[config.mk]
export PLATFORM = sky130hd
export DESIGN_NAME = sdiv_unit
export DESIGN_NICKNAME = d
export VERILOG_FILES = /design/src/rtl/sdiv_unit.sv
export SDC_FILE = /design/constraint.sdc
export NUM_CORES = 1
export LEC_CHECK = 0
export ABC_AREA = 0
export BUFFER_PORTS_ARGS = -buffer_cell sky130_fd_sc_hd__buf_2
export CAP_MARGIN = 30
export CORE_UTILIZATION = 55
export DETAILED_ROUTE_END_ITERATION = 16
export PLACE_DENSITY = 0.73
export SLEW_MARGIN = 20
export SYNTH_ARGS = -nofsm -noshare
export SYNTH_HDL_FRONTEND = slang
export SYNTH_SLANG_ARGS = --single-unit
[constraint.sdc]
create_clock -name clk -period 7.03 [get_ports clk]
set_clock_uncertainty 0.05 [all_clocks]
set_input_delay 1.406 -clock clk [delete_from_list [all_inputs] [get_ports clk]]
set_output_delay 1.406 -clock clk [all_outputs]
set_load 0.02 [all_outputs]
[src/rtl/sdiv_unit.sv]
module sdiv_unit #(
  parameter int W  = 32,
  parameter int AW = 5
) (
  input  logic          clk,
  input  logic          rst_n,
  input  logic          start,
  input  logic [W-1:0]  dividend,
  input  logic [W-1:0]  divisor,
  input  logic [AW-1:0] q_dst,
  input  logic [AW-1:0] r_dst,
  input  logic          s_in,
  input  logic          z_in,
  output logic          done,
  output logic [W-1:0]  quotient,
  output logic [W-1:0]  remainder,
  output logic          q_we,
  output logic          r_we,
  output logic [AW-1:0] q_dst_o,
  output logic [AW-1:0] r_dst_o,
  output logic          ov,
  output logic          s,
  output logic          z
);
  localparam int CW = $clog2(W + 1);
  localparam logic [W-1:0] MIN_VAL = {1'b1, {(W-1){1'b0}}};
  localparam logic [CW-1:0] ITERS = CW'(W);

  logic          busy;
  logic [CW-1:0] cnt;
  logic [W-1:0]  acc, quo, dvs;
  logic          neg_q, neg_r, ovf;
  logic [W:0]    trial;
  logic [W-1:0]  qf, rf;
  logic          go;

  assign go    = start && !busy;
  assign trial = {acc, quo[W-1]} - {1'b0, dvs};
  assign qf    = neg_q ? -quo : quo;
  assign rf    = neg_r ? -acc : acc;

  always_ff @(posedge clk or negedge rst_n) begin
    if (!rst_n) begin
      busy <= 1'b0; cnt <= '0; acc <= '0; quo <= '0; dvs <= '0;
      neg_q <= 1'b0; neg_r <= 1'b0; ovf <= 1'b0;
      done <= 1'b0; q_we <= 1'b0; r_we <= 1'b0;
      quotient <= '0; remainder <= '0; q_dst_o <= '0; r_dst_o <= '0;
      ov <= 1'b0; s <= 1'b0; z <= 1'b0;
    end else begin
      done <= 1'b0;
      q_we <= 1'b0;
      r_we <= 1'b0;
      if (go) begin
        q_dst_o <= q_dst;
        r_dst_o <= r_dst;
        if (divisor == '0) begin
          done <= 1'b1;
          ov   <= 1'b1;
          s    <= s_in;
          z    <= z_in;
        end else begin
          busy  <= 1'b1;
          cnt   <= ITERS;
          acc   <= '0;
          quo   <= dividend[W-1] ? -dividend : dividend;
          dvs   <= divisor[W-1] ? -divisor : divisor;
          neg_q <= dividend[W-1] ^ divisor[W-1];
          neg_r <= dividend[W-1];
          ovf   <= (dividend == MIN_VAL) && (divisor == '1);
        end
      end else if (busy) begin
        if (cnt != '0) begin
          cnt <= cnt - 1'b1;
          if (!trial[W]) begin
            acc <= trial[W-1:0];
            quo <= {quo[W-2:0], 1'b1};
          end else begin
            acc <= {acc[W-2:0], quo[W-1]};
            quo <= {quo[W-2:0], 1'b0};
          end
        end else begin
          busy      <= 1'b0;
          done      <= 1'b1;
          quotient  <= qf;
          remainder <= rf;
          ov        <= ovf;
          s         <= qf[W-1];
          z         <= (qf == '0);
          r_we      <= 1'b1;
          q_we      <= (q_dst_o != r_dst_o);
        end
      end
    end
  end
endmodule


======== Yosys cells after proc, flatten, opt, wreduce, memory -nomap -nowiden ========
Index checks and enable logic that the tools add are counted.
W data, S select, Z words.
storage, ports and cells
  register bits after elaboration ......... 186
  bits in latches ......................... 0
  bits in writable memories ............... 0
  ROM bits ................................ 0
  input port bits ......................... 79
  output and inout port bits .............. 80
  logic and storage cells ................. 88
  memories ................................ 0
cells by class
  add/sub/neg operators ................... 6
  multiply operators ...................... 0
  div/mod/pow operators ................... 0
  order comparisons ....................... 0
  equality and inequality tests ........... 6
  shift operators ......................... 0
  multiplexer cells ....................... 42
  bitwise operators ....................... 4
  reduce and logical (&&, ||, !) cells .... 12
operators with widths
  operator                count
  $mux W32                13
  $neg A32 Y32            4
  $eq A32 B32 Y1 const B  2
  $logic_not A32 Y1       2
  $sub A33 B32 Y33        1
  $mux W1                 25
  $mux W6                 4
  $reduce_and A3 Y1       3
  $reduce_bool A6 Y1      1
  $sub A6 B1 Y6 const B   1
  $ne A5 B5 Y1            1
  $ne A2 B2 Y1 const B    2
  $reduce_bool A2 Y1      2
  $not A1 Y1              3
  $logic_and A1 B1 Y1     2
  $ne A2 B1 Y1 const B    1
  $reduce_and A2 Y1       1
  $logic_not A1 Y1        1
  $xor A1 B1 Y1           1

======== Logic depth before layout (Yosys ltp) ========
Gate-level depths: netlist of the first run.
  word-level depth ........................ 6
  gate-level depth with buffers ........... 12

======== Worst setup path before layout of the first run ========
Ideal clock, no wire load.
  kind .................................... input to register
  from .................................... input divisor[20]
  to ...................................... register quo[4]
  setup time .............................. 126 ps
  arrival ................................. 3681 ps
  setup slack ............................. 3173 ps
  stages .................................. 9
  cells stage by stage .................... or4_1 > or4_1 > nor3_4 > nand4_2 > o31ai_2 > buf_4 > buf_4 > nor2_1 > a221o_1
between the ends
  cells in the longest elaborated chain, start to end .. 3
ends and longest elaborated chain
  item                         line  source
  start: declaration           9     input logic [W-1:0] divisor,
  $logic_not A32 Y1            56    if (divisor == '0) begin
  $ne A2 B2 Y1 (no line)       n/a
  $reduce_and A3 Y1 (no line)  n/a
  end signal: assignment       65    quo <= dividend[W-1] ? -dividend : dividend;
  end signal: assignment       76    quo <= {quo[W-2:0], 1'b1};
  end signal: assignment       79    quo <= {quo[W-2:0], 1'b0};
  end: declaration             31    logic [W-1:0] acc, quo, dvs;
No other way between the ends.
A chain may end at the register's enable or synchronous reset.

======== Worst setup path after layout of the first run ========
  from .................................... input divisor[20]
  to ...................................... register quo[0]
The elaborated chain is that of the path after synthesis.

==> flow_results.org, run 1 <==
** Critical path
- Longest individual stage delay on the worst path :: 580 ps
- For this design, the slowest cell found on the critical path is or4_1.
- Critical Path AT :: 4420 ps
- Kind of end point of the critical path :: flip-flop
- The signal on the critical path passes through buf_2, or4_1, or4_1, nor3_4, a31oi_1, buf_4, nor2_2, buf_4, inv_1, o221ai_1.
- STA classifies the critical path startpoint as an input port.
- Cell class contributing the biggest share of worst-path delay :: simple AND/OR/NAND/NOR gates
- For the worst setup path, the data required time is 7330 ps.
- Critical path start-end classification :: input port to flip-flop
- Largest fanout on the critical path :: 30
- Buffers & Inverters on Critical Path :: 4

** Clock network
- The root buffer cell chosen for the clock tree is clkbuf_16.
- Number of clock buffers inserted by TritonCTS :: 17
- Number of buffers added to fix hold violations after cts :: 0
- CTS sink count :: 186
- The H-tree was split into 4 levels.
- Total setup buffers inserted after CTS :: 0
- Gates resized, CTS repair :: 0
- Clock slew seen by the registers of the worst setup and hold paths :: 70 ps
- Worst skew pair latency :: 440 ps
- CTS tree :: built
- The clock passes through at most 2 buffers.

** Finish
- Ant. Diodes :: 0
- Top library cells by usage in the layout, fill and taps aside :: nand2_1, dfrtp_1, buf_2
- Measured on the finished design, the core utilization comes to 0.625.
- Relative to the synthesized area, the layout overhead comes to 11.7%.
- Summing all multi-input logic gate instances after layout gives 7380 µm².
- Sequential Area :: 4650 µm²
- After the flow finishes, the layout carries non-filler instances totaling 1879.
- Cell area after layout :: 14100 µm²
- Final net count :: 1701
- Fillcell total :: 2005
- The library cell used most frequently in the layout, excluding fill and tap cells, is nand2_1.
- Fraction of layout instances using a drive strength above 1 :: 0.149

** Logic synthesis
- FFs w/ async S/R, synth :: 1.00
- Share of the yosys chip area belonging to registers :: 0.369
- A synthesized cell averages 8.50 µm².
- Synthesis produced a netlist whose cell count is 1485.
- Library cells used by synthesis :: 83
- The mapped netlist covers 12600 µm².
- Counting flops and latches in the post-synthesis netlist gives 186.
- When the netlist entered floorplanning its net count stood at 1605.
- Yosys warning count :: 0
- The most used flip-flop cell after synthesis is dfrtp_1.
- Yosys mapped a number of flops with a built-in enable equal to 0.

** STA
- Crit path time final :: 4120 ps
- Setup violations remaining at the end of the flow were counted as 0.
- The total count of max-transition violations in the final report was 0.
- Static timing analysis puts the maximum clock frequency at 243 MHz.
- Final sum of negative setup slack :: 0 ps
- Setup repair after global routing left no endpoint under its margin.
- Hold Violations, Final :: 0
- For the pin with the worst max-slew slack, the measured transition is 934 ps.
- Final hold analysis gives a worst-case slack of 424 ps.
- In the finished design, the share of the clock period the worst path needs comes to 0.586.
- Headroom to the max-slew limit came out at 0.375.
- In the post-route analysis, the smallest setup slack over all paths is 2910 ps.

** Route
- Antenna viol nets, final :: 0
- Final WL :: 33100 µm
- In the final routed layout, each cell accounts on average for 17.6 µm.
- DRC violations left :: 0
- Via Count :: 11400
- The detailed router finished its first iteration with 1211 violations.
- Per-cell via count in the routed design :: 6.05
- Detailed-router iteration count before antenna repair :: 10

** Place
- Number of buffers inserted by port buffering :: 158
- Detail Placement HPWL :: 24800 µm
- Routability-driven placement finished with a final weighted congestion of 0.917.
- Placed cell count :: 1844
- Placed inst area :: 13500 µm²
- At the placement stage, the worst setup path has a slack of 2480 ps.

** Pwr
- Leak :: 6.41 nW
- Peak supply drop :: 0.000212 V
- Power per unit of standard cell area :: 550 nW/µm²
- Total power of the final layout :: 7.76 mW

** GRT
- Entering global routing, the biggest net connects 126 pins.
- Wire length of the first global-routing pass :: 53800 µm
- For this run the aggregate overflow at the end of global routing stands at 0.
- The number of antenna violations at the first check in global routing came to 0.
- GRT Overall Usage :: 0.285
- Number of global-route vias before repair :: 10100

** Flow run
- Count of max-cap constraint violations :: 0

** Die
- 159 I/O pins were placed.
- The floorplan step defined a die boundary enclosing 23600 µm².
- The core region is 22600 µm².
- The initialized floorplan defines 55 standard-cell rows.
- Floorplan die height :: 154 µm
- Chip Width :: 154 µm
- Initial core utilization :: 0.559

** Run status
- Outcome :: completed

** Worst hold path
- Worst hold path type :: flip-flop to flip-flop
==> registers in the layout, summed over array words and instances (netlist names), 5 cells and up <==
register and count:
dvs 32, r_dst_o 5, cnt 6, q_dst_o 5
acc 32, quo 32, quotient 32, remainder 32
==> report_power, final <==
group          switching [mW]  internal [mW]
combinational            2.75           1.81
sequential              0.658           1.61
clock                   0.439          0.503
==> cell usage after synthesis, drive strengths merged, types with 6 or more instances <==
cell / number / area (µm²)
nand2: 220 / 826
dfrtp: 186 / 4650
o21ai: 153 / 769
xor2: 104 / 911
nor2: 79 / 297
clkbuf: 76 / 307
a21oi: 61 / 305
inv: 51 / 191
xnor2: 50 / 438
o31ai: 42 / 348
ha: 40 / 500
nand3: 35 / 180
nand4: 32 / 206
nor3: 32 / 188
o211ai: 32 / 240
or3: 25 / 166
a221o: 20 / 200
or4: 20 / 160
buf: 19 / 115
o41ai: 18 / 173
nand2b: 17 / 106
nor4: 16 / 115
a31oi: 15 / 93.8
a21o: 14 / 105
and3: 14 / 87.6
nor2b: 11 / 68.8
a211oi: 8 / 60.1
mux2i: 8 / 80.1
or2: 8 / 52.6
a22oi: 6 / 45.0
o21a: 6 / 45.0
==> kinds of logic after synthesis <==
| family | after synthesis | share of synthesized area |
|---|---|---|
| adder cells (fa/ha/maj) | 41 | 0.0412 |
| AO/OA/AOI/OAI | 417 | 0.219 |
| buffers and inverters | 147 | 0.0494 |
| flip-flops | 186 | 0.369 |
| multiplexers | 10 | 0.00812 |
| AND/OR/NAND/NOR | 530 | 0.207 |
| XOR/XNOR | 154 | 0.107 |
==> worst reg2reg max path: stages, from the launching register on <==
cell and delay [ps]:
dfrtp_1 450, inv_1 80, ha_1 230, fa_1 400
nand2b_1 180, a21oi_1 310, o21a_1 270, a21o_1 250
a211oi_1 180, o21ai_1 640, buf_4 340, nand3_1 330
o211ai_1 290
==> worst paths after layout <==
kind                       slack [ps]                  endpoint                      from  depth (start not counted)
setup reg to reg                 2930       acc[23]$_DFFE_PN0P_       quo[31]$_DFFE_PN0P_                         12
setup / recovery                 2910        quo[0]$_DFFE_PN0P_               divisor[20]                         10
hold reg to reg                   420  quotient[25]$_DFFE_PN0P_  quotient[25]$_DFFE_PN0P_                          2
max in group asynchronous        4950       dvs[18]$_DFFE_PN0P_                     rst_n                          2
min in group asynchronous         850   quotient[7]$_DFFE_PN0P_                     rst_n                          1
hold / removal                    420  quotient[25]$_DFFE_PN0P_  quotient[25]$_DFFE_PN0P_                          2
==> cell type report <==
| type | count | area share |
|---|---|---|
| clock inverter | 11 | 0.00772 |
| inverter | 51 | 0.0136 |
| timing repair buffer | 173 | 0.0682 |
| sequential | 186 | 0.330 |
| clock buffer | 21 | 0.0319 |
| tap | 285 | 0.0253 |
| multi-input combinational | 1152 | 0.523 |
==> routing by layer <==
layer,part of all wire,track usage
met1,0.51,0.474
met2,0.40,0.384
met3,0.076,0.0372
met4,0.010,0.0624
met5,0,0
Note: power is estimated with default switching activity, not from simulation.
==> inputs of run 2 (changes only) <==
--- a/config.mk
+++ b/config.mk
@@ -8,9 +8,9 @@
 export ABC_AREA = 0
 export BUFFER_PORTS_ARGS = -buffer_cell sky130_fd_sc_hd__buf_2
 export CAP_MARGIN = 30
-export CORE_UTILIZATION = 55
+export CORE_UTILIZATION = 54
 export DETAILED_ROUTE_END_ITERATION = 16
-export PLACE_DENSITY = 0.73
+export PLACE_DENSITY = 0.75
 export SLEW_MARGIN = 20
 export SYNTH_ARGS = -nofsm -noshare
 export SYNTH_HDL_FRONTEND = slang
==> constraint.sdc (replaced) <==
create_clock -name clk -period 3.4 [get_ports clk]
set_clock_uncertainty 0.05 [all_clocks]
set_input_delay 0.68 -clock clk [delete_from_list [all_inputs] [get_ports clk]]
set_output_delay 0.68 -clock clk [all_outputs]
set_load 0.02 [all_outputs]
==> flow_results.org, run 2 (synthesis results as in run 1) <==
** Finish
- The most frequent standard cell in the layout excluding fill and tap cells is nand2_1 (unchanged).
- The net count of the finished layout is 1762 (was 1701).
- Area Overhead vs Synth :: 16.2% (was 11.7%)
- Ant. Diodes :: 0 (unchanged)
- The layout cell share with drive strength beyond 1 was 0.183 (was 0.149).
- The number of inserted filler cells in the final layout is 1897 (was 2005).
- Top library cells by usage in the layout, fill and taps aside :: nand2_1, dfrtp_1, buf_2 (unchanged)

** Critical path
- The largest driver fanout on the critical path was 4 (was 30).
- The required time of the critical path is 3670 ps (was 7330 ps).
- Critical Path AT :: 3500 ps (was 4420 ps)
- Setup slack, reg-to-reg :: 170 ps (was 2930 ps)
- The timing startpoint of the critical path is acc[4]$_DFFE_PN0P_ (was divisor[20]).
- Critical path start-end classification :: flip-flop to flip-flop (was input port to flip-flop)
- The type of origin of the critical path is a flip-flop (was input port).
- The destination of the worst register-to-register timing path is remainder[29]$_DFFE_PN0P_ (was acc[23]$_DFFE_PN0P_).
- Kind of end point of the critical path :: flip-flop (unchanged)
- CP endpoint :: remainder[29]$_DFFE_PN0P_ (was quo[0]$_DFFE_PN0P_)
- Number of cells on the worst reg-to-reg path :: 9 (was 12)
- The critical register-to-register path startpoint is acc[4]$_DFFE_PN0P_ (was quo[31]$_DFFE_PN0P_).

** Route
- Iteration-0 DRC count of the detailed router :: 1232 (was 1211)
- Detailed-router iteration count before antenna repair :: 5 (was 10)
- The remaining antenna violation count was 0 (unchanged).
- Via Count :: 11700 (was 11400)
- The ratio of routed vias to standard cells is 5.93 (was 6.05).
- Final WL :: 34200 µm (was 33100 µm)
- The total DRC errors in the routed layout was 0 (unchanged).
- The average wire length per cell after detail routing came to 17.4 µm (was 17.6 µm).

** Die
- Chip Width :: 155 µm (was 154 µm)
- Placement row count :: 55 (unchanged)
- The number of placed I/O pins came to 159 (unchanged).
- Die Area :: 24000 µm² (was 23600 µm²)
- Initial core utilization :: 0.554 (was 0.559)
- Floorplan die height :: 155 µm (was 154 µm)
- Core Region :: 22800 µm² (was 22600 µm²)

** STA
- Final period util :: 0.949
- The slew of the pin with the lowest slew margin came to 894 ps (was 934 ps).
- The final total negative setup slack came to 0 ps (unchanged).
- The number of endpoints with negative hold slack in the final report is 0 (unchanged).
- Unrepaired setup endpoints after global routing :: no (unchanged)
- Worst slew margin relative to its limit :: 0.404 (was 0.375)
- The total count of max-transition violations in the final report was 0 (unchanged).
- Crit path time final :: 3230 ps
- The number of setup violations in the final report is 0 (unchanged).
- Maximum clock rate :: 310 MHz

** GRT
- Met2 global-route usage :: 0.419 (was 0.384)
- Grt ovf :: 0 (unchanged)
- The most congested layer reported by global routing is met1 (unchanged).
- Met3 Use GR :: 0.0579 (was 0.0372)
- The via count of the first global-routing pass was 10800 (was 10100).
- Wire length of the first global-routing pass :: 55800 µm (was 53800 µm)
- The number of antenna violations at the first check in global routing was 0 (unchanged).
- The global-route total usage across every layer was 0.292 (was 0.285).
- Met1 track utilization from global routing :: 0.449 (was 0.474)
- The largest net degree at the start of global routing is 107 (was 126).

** Clock network
- The clock latency of the later-clocked register in the worst-skew pair is 440 ps (about the same).
- Clock slew seen by the registers of the worst setup and hold paths :: 70 ps (about the same)
- CTS tree :: built (unchanged)
- The number of buffers created by CTS was 17 (unchanged).
- CTS max path bufs :: 2 (unchanged)
- The level count of the clock H-tree is 4 (unchanged).
- The clock root buffer is clkbuf_16 (unchanged).
- The number of sinks on the clock net is 186 (unchanged).

** Worst hold path
- The class of the worst hold path is input port to asynchronous set/reset pin (was flip-flop to flip-flop).

** Pwr
- Leak :: 6.73 nW (was 6.41 nW)
- Total power of the final layout :: 16.8 mW (was 7.76 mW)
- Peak supply drop :: 0.000460 V (was 0.000212 V)
- Power per unit of standard cell area :: 1150 nW/µm² (was 550 nW/µm²)

** Place
- The weighted congestion reported at the end of routability-driven placement is 0.928 (was 0.917).
- The count of input and output buffers is 158 (unchanged).
- The half-perimeter wire length after placement is 26000 µm (was 24800 µm).

** Flow run
- Count of max-cap constraint violations :: 0 (unchanged)

** Run status
- Outcome: completed (unchanged).
==> run 2: cell types whose count changed in the layout (fill, tap and decap cells not counted), sizes merged <==
cell and delta:
clkinvlp -1, clkbuf -1, buf +60, inv +2, clkinv +1
==> run 2: area by class of cell <==
type,instances,area (µm²),area share
clock buffers,19,443,0.0302
multi-input cells,1152,7390,0.504
inverters,51,191,0.0131
clock inverters,13,155,0.0106
flip-flops and latches,186,4650,0.317
well taps,313,392,0.0267
repair buffers,234,1440,0.0982
==> run 2: power breakdown <==
| group | switching, mW | internal (mW) |
|---|---|---|
| clock network | 0.967 | 1.07 |
| logic | 6.18 | 4.18 |
| registers | 1.09 | 3.32 |
==> run 2: worst min-delay path by stage <==
stage	to	slack, ps	depth (start not counted)
after CTS	dvs[24]$_DFFE_PN0P_	330	1
after global placement	quotient[0]$_DFFE_PN0P_	410	2
after detailed placement	quotient[0]$_DFFE_PN0P_	420	2
final	dvs[26]$_DFFE_PN0P_	240	1
after floorplan	acc[0]$_DFFE_PN0P_	330	0
after global routing	dvs[26]$_DFFE_PN0P_	340	1
==> run 2: per-stage QoR <==
step	worst slack, ps	hold WS, ps	area (µm²)	utilization	cells
2_1_floorplan	269	334	12600	-	1485
3_3_place_gp	96.4	406	14000	0.616	1935
3_5_place_dp	62.0	415	14000	0.616	1935
4_1_cts	137	330	14600	0.643	1967
5_1_grt	0.540	335	14700	0.644	1968
6_report	174	245	14700	0.644	1968
==> run 2: critical path, cell delays in order, from the launching register on <==
cell     delay, ps
dfrtp_1        450
buf_4          190
nor4_4         300
nand3_1        170
or3_1          410
or4_1          500
or4_1          530
o41ai_2        260
xor2_1         190
o21ai_1         70
==> run 2: what timing repair did <==
item | CTS | global route
setup endpoints to repair | 0 | 2
gates resized for setup | 0 | 3
setup buffers | 0 | 0
hold buffers | 0 | 0
hold endpoints to repair | 0 | 0
==> run 2: layer usage <==
metal,up-vias,part of all wire
met5,-,0.0028
met4,2,0.012
met3,42,0.087
met2,471,0.41
met1,5472,0.48
li1,5681,-
==> inputs of run 3 (changes only) <==
--- a/config.mk
+++ b/config.mk
@@ -11,6 +11,7 @@
 export CORE_UTILIZATION = 54
 export DETAILED_ROUTE_END_ITERATION = 16
 export PLACE_DENSITY = 0.75
+export RECOVER_POWER = 25
 export SLEW_MARGIN = 20
 export SYNTH_ARGS = -nofsm -noshare
 export SYNTH_HDL_FRONTEND = slang
==> flow_results.org, run 3 (synthesis results as in run 1) <==
** Place
- The placement-stage worst setup slack is 62.0 ps (unchanged).
- The post-detailed-placement cell area is 14000 µm² (unchanged).
- Placed cell count :: 1935 (unchanged)
- The weighted congestion reported at the end of routability-driven placement came to 0.928 (unchanged).
- The half-perimeter wire length after placement came to 26000 µm (unchanged).
- The count of input and output buffers came to 158 (unchanged).

** Route
- The top routing layer in use was met5 (unchanged).
- Via Count :: 11700 (about the same)
- The remaining antenna violation count is 0 (unchanged).
- The starting DRC count in detailed routing came to 1231 (was 1232).
- DRC violations left :: 0 (unchanged)
- The total routed wirelength came to 34200 µm (about the same).
- The routed wire length on met3 is 3100 µm (was 2980 µm).
- Per-cell via count in the routed design :: 5.94 (was 5.93)
- The first-pass iteration count of the detailed router was 6 (was 5).
- The post-route met1 wirelength is 16500 µm (about the same).
- WL met2 :: 14100 µm (about the same)
- The average wire length per cell after detail routing was 17.4 µm (about the same).

** Pwr
- The clock share of power came to 0.121 (about the same).
- Int Pwr :: 8.57 mW (about the same)
- The part of the power in registers came to 0.263 (about the same).
- The leakage power total is 6.72 nW (was 6.73 nW).
- The switching power share of the total is 0.490 (about the same).
- The largest vdd supply drop was 0.000460 V (about the same).
- Net load switching power :: 8.23 mW (was 8.24 mW)
- Power per unit of standard cell area :: 1150 nW/µm² (about the same)
- The logic gate share of total power came to 0.617 (was 0.616).

** Finish
- Top library cells by usage in the layout, fill and taps aside :: nand2_1, dfrtp_1, buf_2 (unchanged)
- Area of combinational cells with multiple inputs :: 7390 µm² (unchanged)
- Sequential Area :: 4650 µm² (unchanged)
- Final Non-Filler Cells :: 1968 (unchanged)
- Fraction of layout instances using a drive strength above 1 :: 0.182 (was 0.183)
- The most frequent standard cell in the layout excluding fill and tap cells is nand2_1 (unchanged).
- The number of inserted filler cells in the final layout is 1901 (was 1897).
- The net count of the finished layout came to 1762 (unchanged).
- The relative area change from synthesis to final layout was 16.0% (was 16.2%).
- Cell area after layout :: 14700 µm² (about the same)
- The antenna diode instance count came to 0 (unchanged).

** Critical path
- The worst setup path category was flip-flop to flip-flop (unchanged).
- Kind of end point of the critical path :: flip-flop (unchanged)
- The required time of the critical path is 3670 ps (about the same).
- Cell occurring most often along the worst timing path :: or4_1 (unchanged)
- The type of origin of the critical path is a flip-flop (unchanged).
- Longest individual stage delay on the worst path :: 530 ps (about the same)
- The highest-delay cell along the critical path is or4_1 (unchanged).
- The data arrival time of the critical path came to 3490 ps (was 3500 ps).
- The largest driver fanout on the critical path is 4 (unchanged).
- Chain of cells forming the critical path: buf_4, nor4_4, nand3_1, or3_1, or4_1, or4_1, o41ai_2, xor2_1, o21ai_1 (unchanged).

** Die
- The height of the die is 155 µm (unchanged).
- The number of placed I/O pins was 159 (unchanged).
- The effective utilization at floorplan came to 0.554 (unchanged).
- The area of the core region came to 22800 µm² (unchanged).
- Placement row count :: 55 (unchanged)
- Chip Width :: 155 µm (unchanged)
- The area of the die came to 24000 µm² (unchanged).

** STA
- Crit path time final :: 3220 ps (was 3230 ps)
- Worst hold slack after final layout :: 378 ps (was 245 ps)
- Unrepaired setup endpoints after global routing :: no (unchanged)
- Final sum of negative setup slack :: 0 ps (unchanged)
- Worst slew margin relative to its limit :: -0.804 (was 0.404)
- Final-report setup violation count :: 0 (unchanged)
- Worst-margin pin slew :: 2710 ps (was 894 ps)
- Maximum clock rate :: 310 MHz (about the same)
- Hold Violations, Final :: 0 (unchanged)
- The post-route worst setup slack is 177 ps (was 174 ps).
- Fin. max-slew vios :: 106 (was 0)
- The final critical-path share of the clock period was 0.948 (was 0.949).

** Clock network
- CTS sink count :: 186 (unchanged)
- Total setup buffers inserted after CTS :: 0 (unchanged)
- Number of buffers added to fix hold violations after cts :: 0 (unchanged)
- The number of buffers created by CTS is 17 (unchanged).
- CTS tree :: built (unchanged)
- Buffer type at the clock tree root :: clkbuf_16 (unchanged)
- Clock slew seen by the registers of the worst setup and hold paths :: 70 ps (about the same)
- The buffer levels on the longest clock path is 2 (unchanged).
- Worst skew pair latency :: 440 ps (about the same)
- Gates resized, CTS repair :: 0 (unchanged)
- The level count of the clock H-tree was 4 (unchanged).

** Run status
- The checks that failed: max-capacitance violations, max-slew violations.
- Outcome: finished with violations (was completed).

** GRT
- The remaining global-route overflow came to 0 (unchanged).
- Maximum number of pins on one net before global-route repair :: 107 (unchanged)
- The number of antenna violations at the first check in global routing is 0 (unchanged).
- GRT Overall Usage :: 0.292 (unchanged)
- The global-route wire length before repair was 55800 µm (unchanged).
- Number of global-route vias before repair :: 10800 (unchanged)

** Worst hold path
- The class of the worst hold path was input port to flip-flop (was input port to asynchronous set/reset pin).

** Flow run
- The max-capacitance violation count was 1 (was 0).
-- run 3: metrics by stage --
step / utilization / total power, mW
CTS: 0.643 / 16.6
global route: 0.643 / 18.1
detailed placement: 0.616 / 14.5
global placement: 0.616 / 14.3
floorplan: - / 11.4
finish: 0.643 / 16.8
-- run 3: layout make-up --
cell class	count	share of cell area
timing repair buffer	234	0.0972
clock buffer	19	0.0302
clock inverter	13	0.0106
inverter	51	0.0131
sequential	186	0.318
tap	313	0.0267
multi-input combinational	1152	0.505
-- run 3: power by group through the flow --
stage / Combinational (mW) / Clock (mW) / Sequential (mW)
6_report: 10.4 / 2.03 / 4.41
5_1_grt: 11.4 / 2.15 / 4.55
4_1_cts: 10.2 / 2.06 / 4.41
3_5_place_dp: 10.1 / 0 / 4.45
3_3_place_gp: 9.87 / 0 / 4.39
2_1_floorplan: 6.73 / 0 / 4.64
-- run 3: critical path: cells and delay by family, from the launching register on --
family          cells  cell delay, ps
simple gates        5            1910
buf+inv             1             180
compound gates      2             330
flops               1             450
xor+xnor            1             190
-- run 3: routing by layer --
| layer | GRT usage | up-vias |
|---|---|---|
| li1 | - | 5678 |
| met4 | 0.0627 | 2 |
| met1 | 0.449 | 5480 |
| met2 | 0.419 | 489 |
| met5 | 0.0290 | - |
| met3 | 0.0579 | 46 |
-- run 3: worst paths after layout --
path / startpoint / to / slack [ps] / cells past startpoint
worst max-delay path: acc[4]$_DFFE_PN0P_ / remainder[29]$_DFFE_PN0P_ / 180 / 9
worst min-delay path: r_dst[1] / r_dst_o[1]$_DFFE_PN0P_ / 380 / 3
worst max register to register: acc[4]$_DFFE_PN0P_ / remainder[29]$_DFFE_PN0P_ / 180 / 9
worst min register to register: remainder[18]$_DFFE_PN0P_ / remainder[18]$_DFFE_PN0P_ / 430 / 2
max in group asynchronous: rst_n / acc[18]$_DFFE_PN0P_ / 680 / 1
min in group asynchronous: rst_n / dvs[26]$_DFFE_PN0P_ / 970 / 1
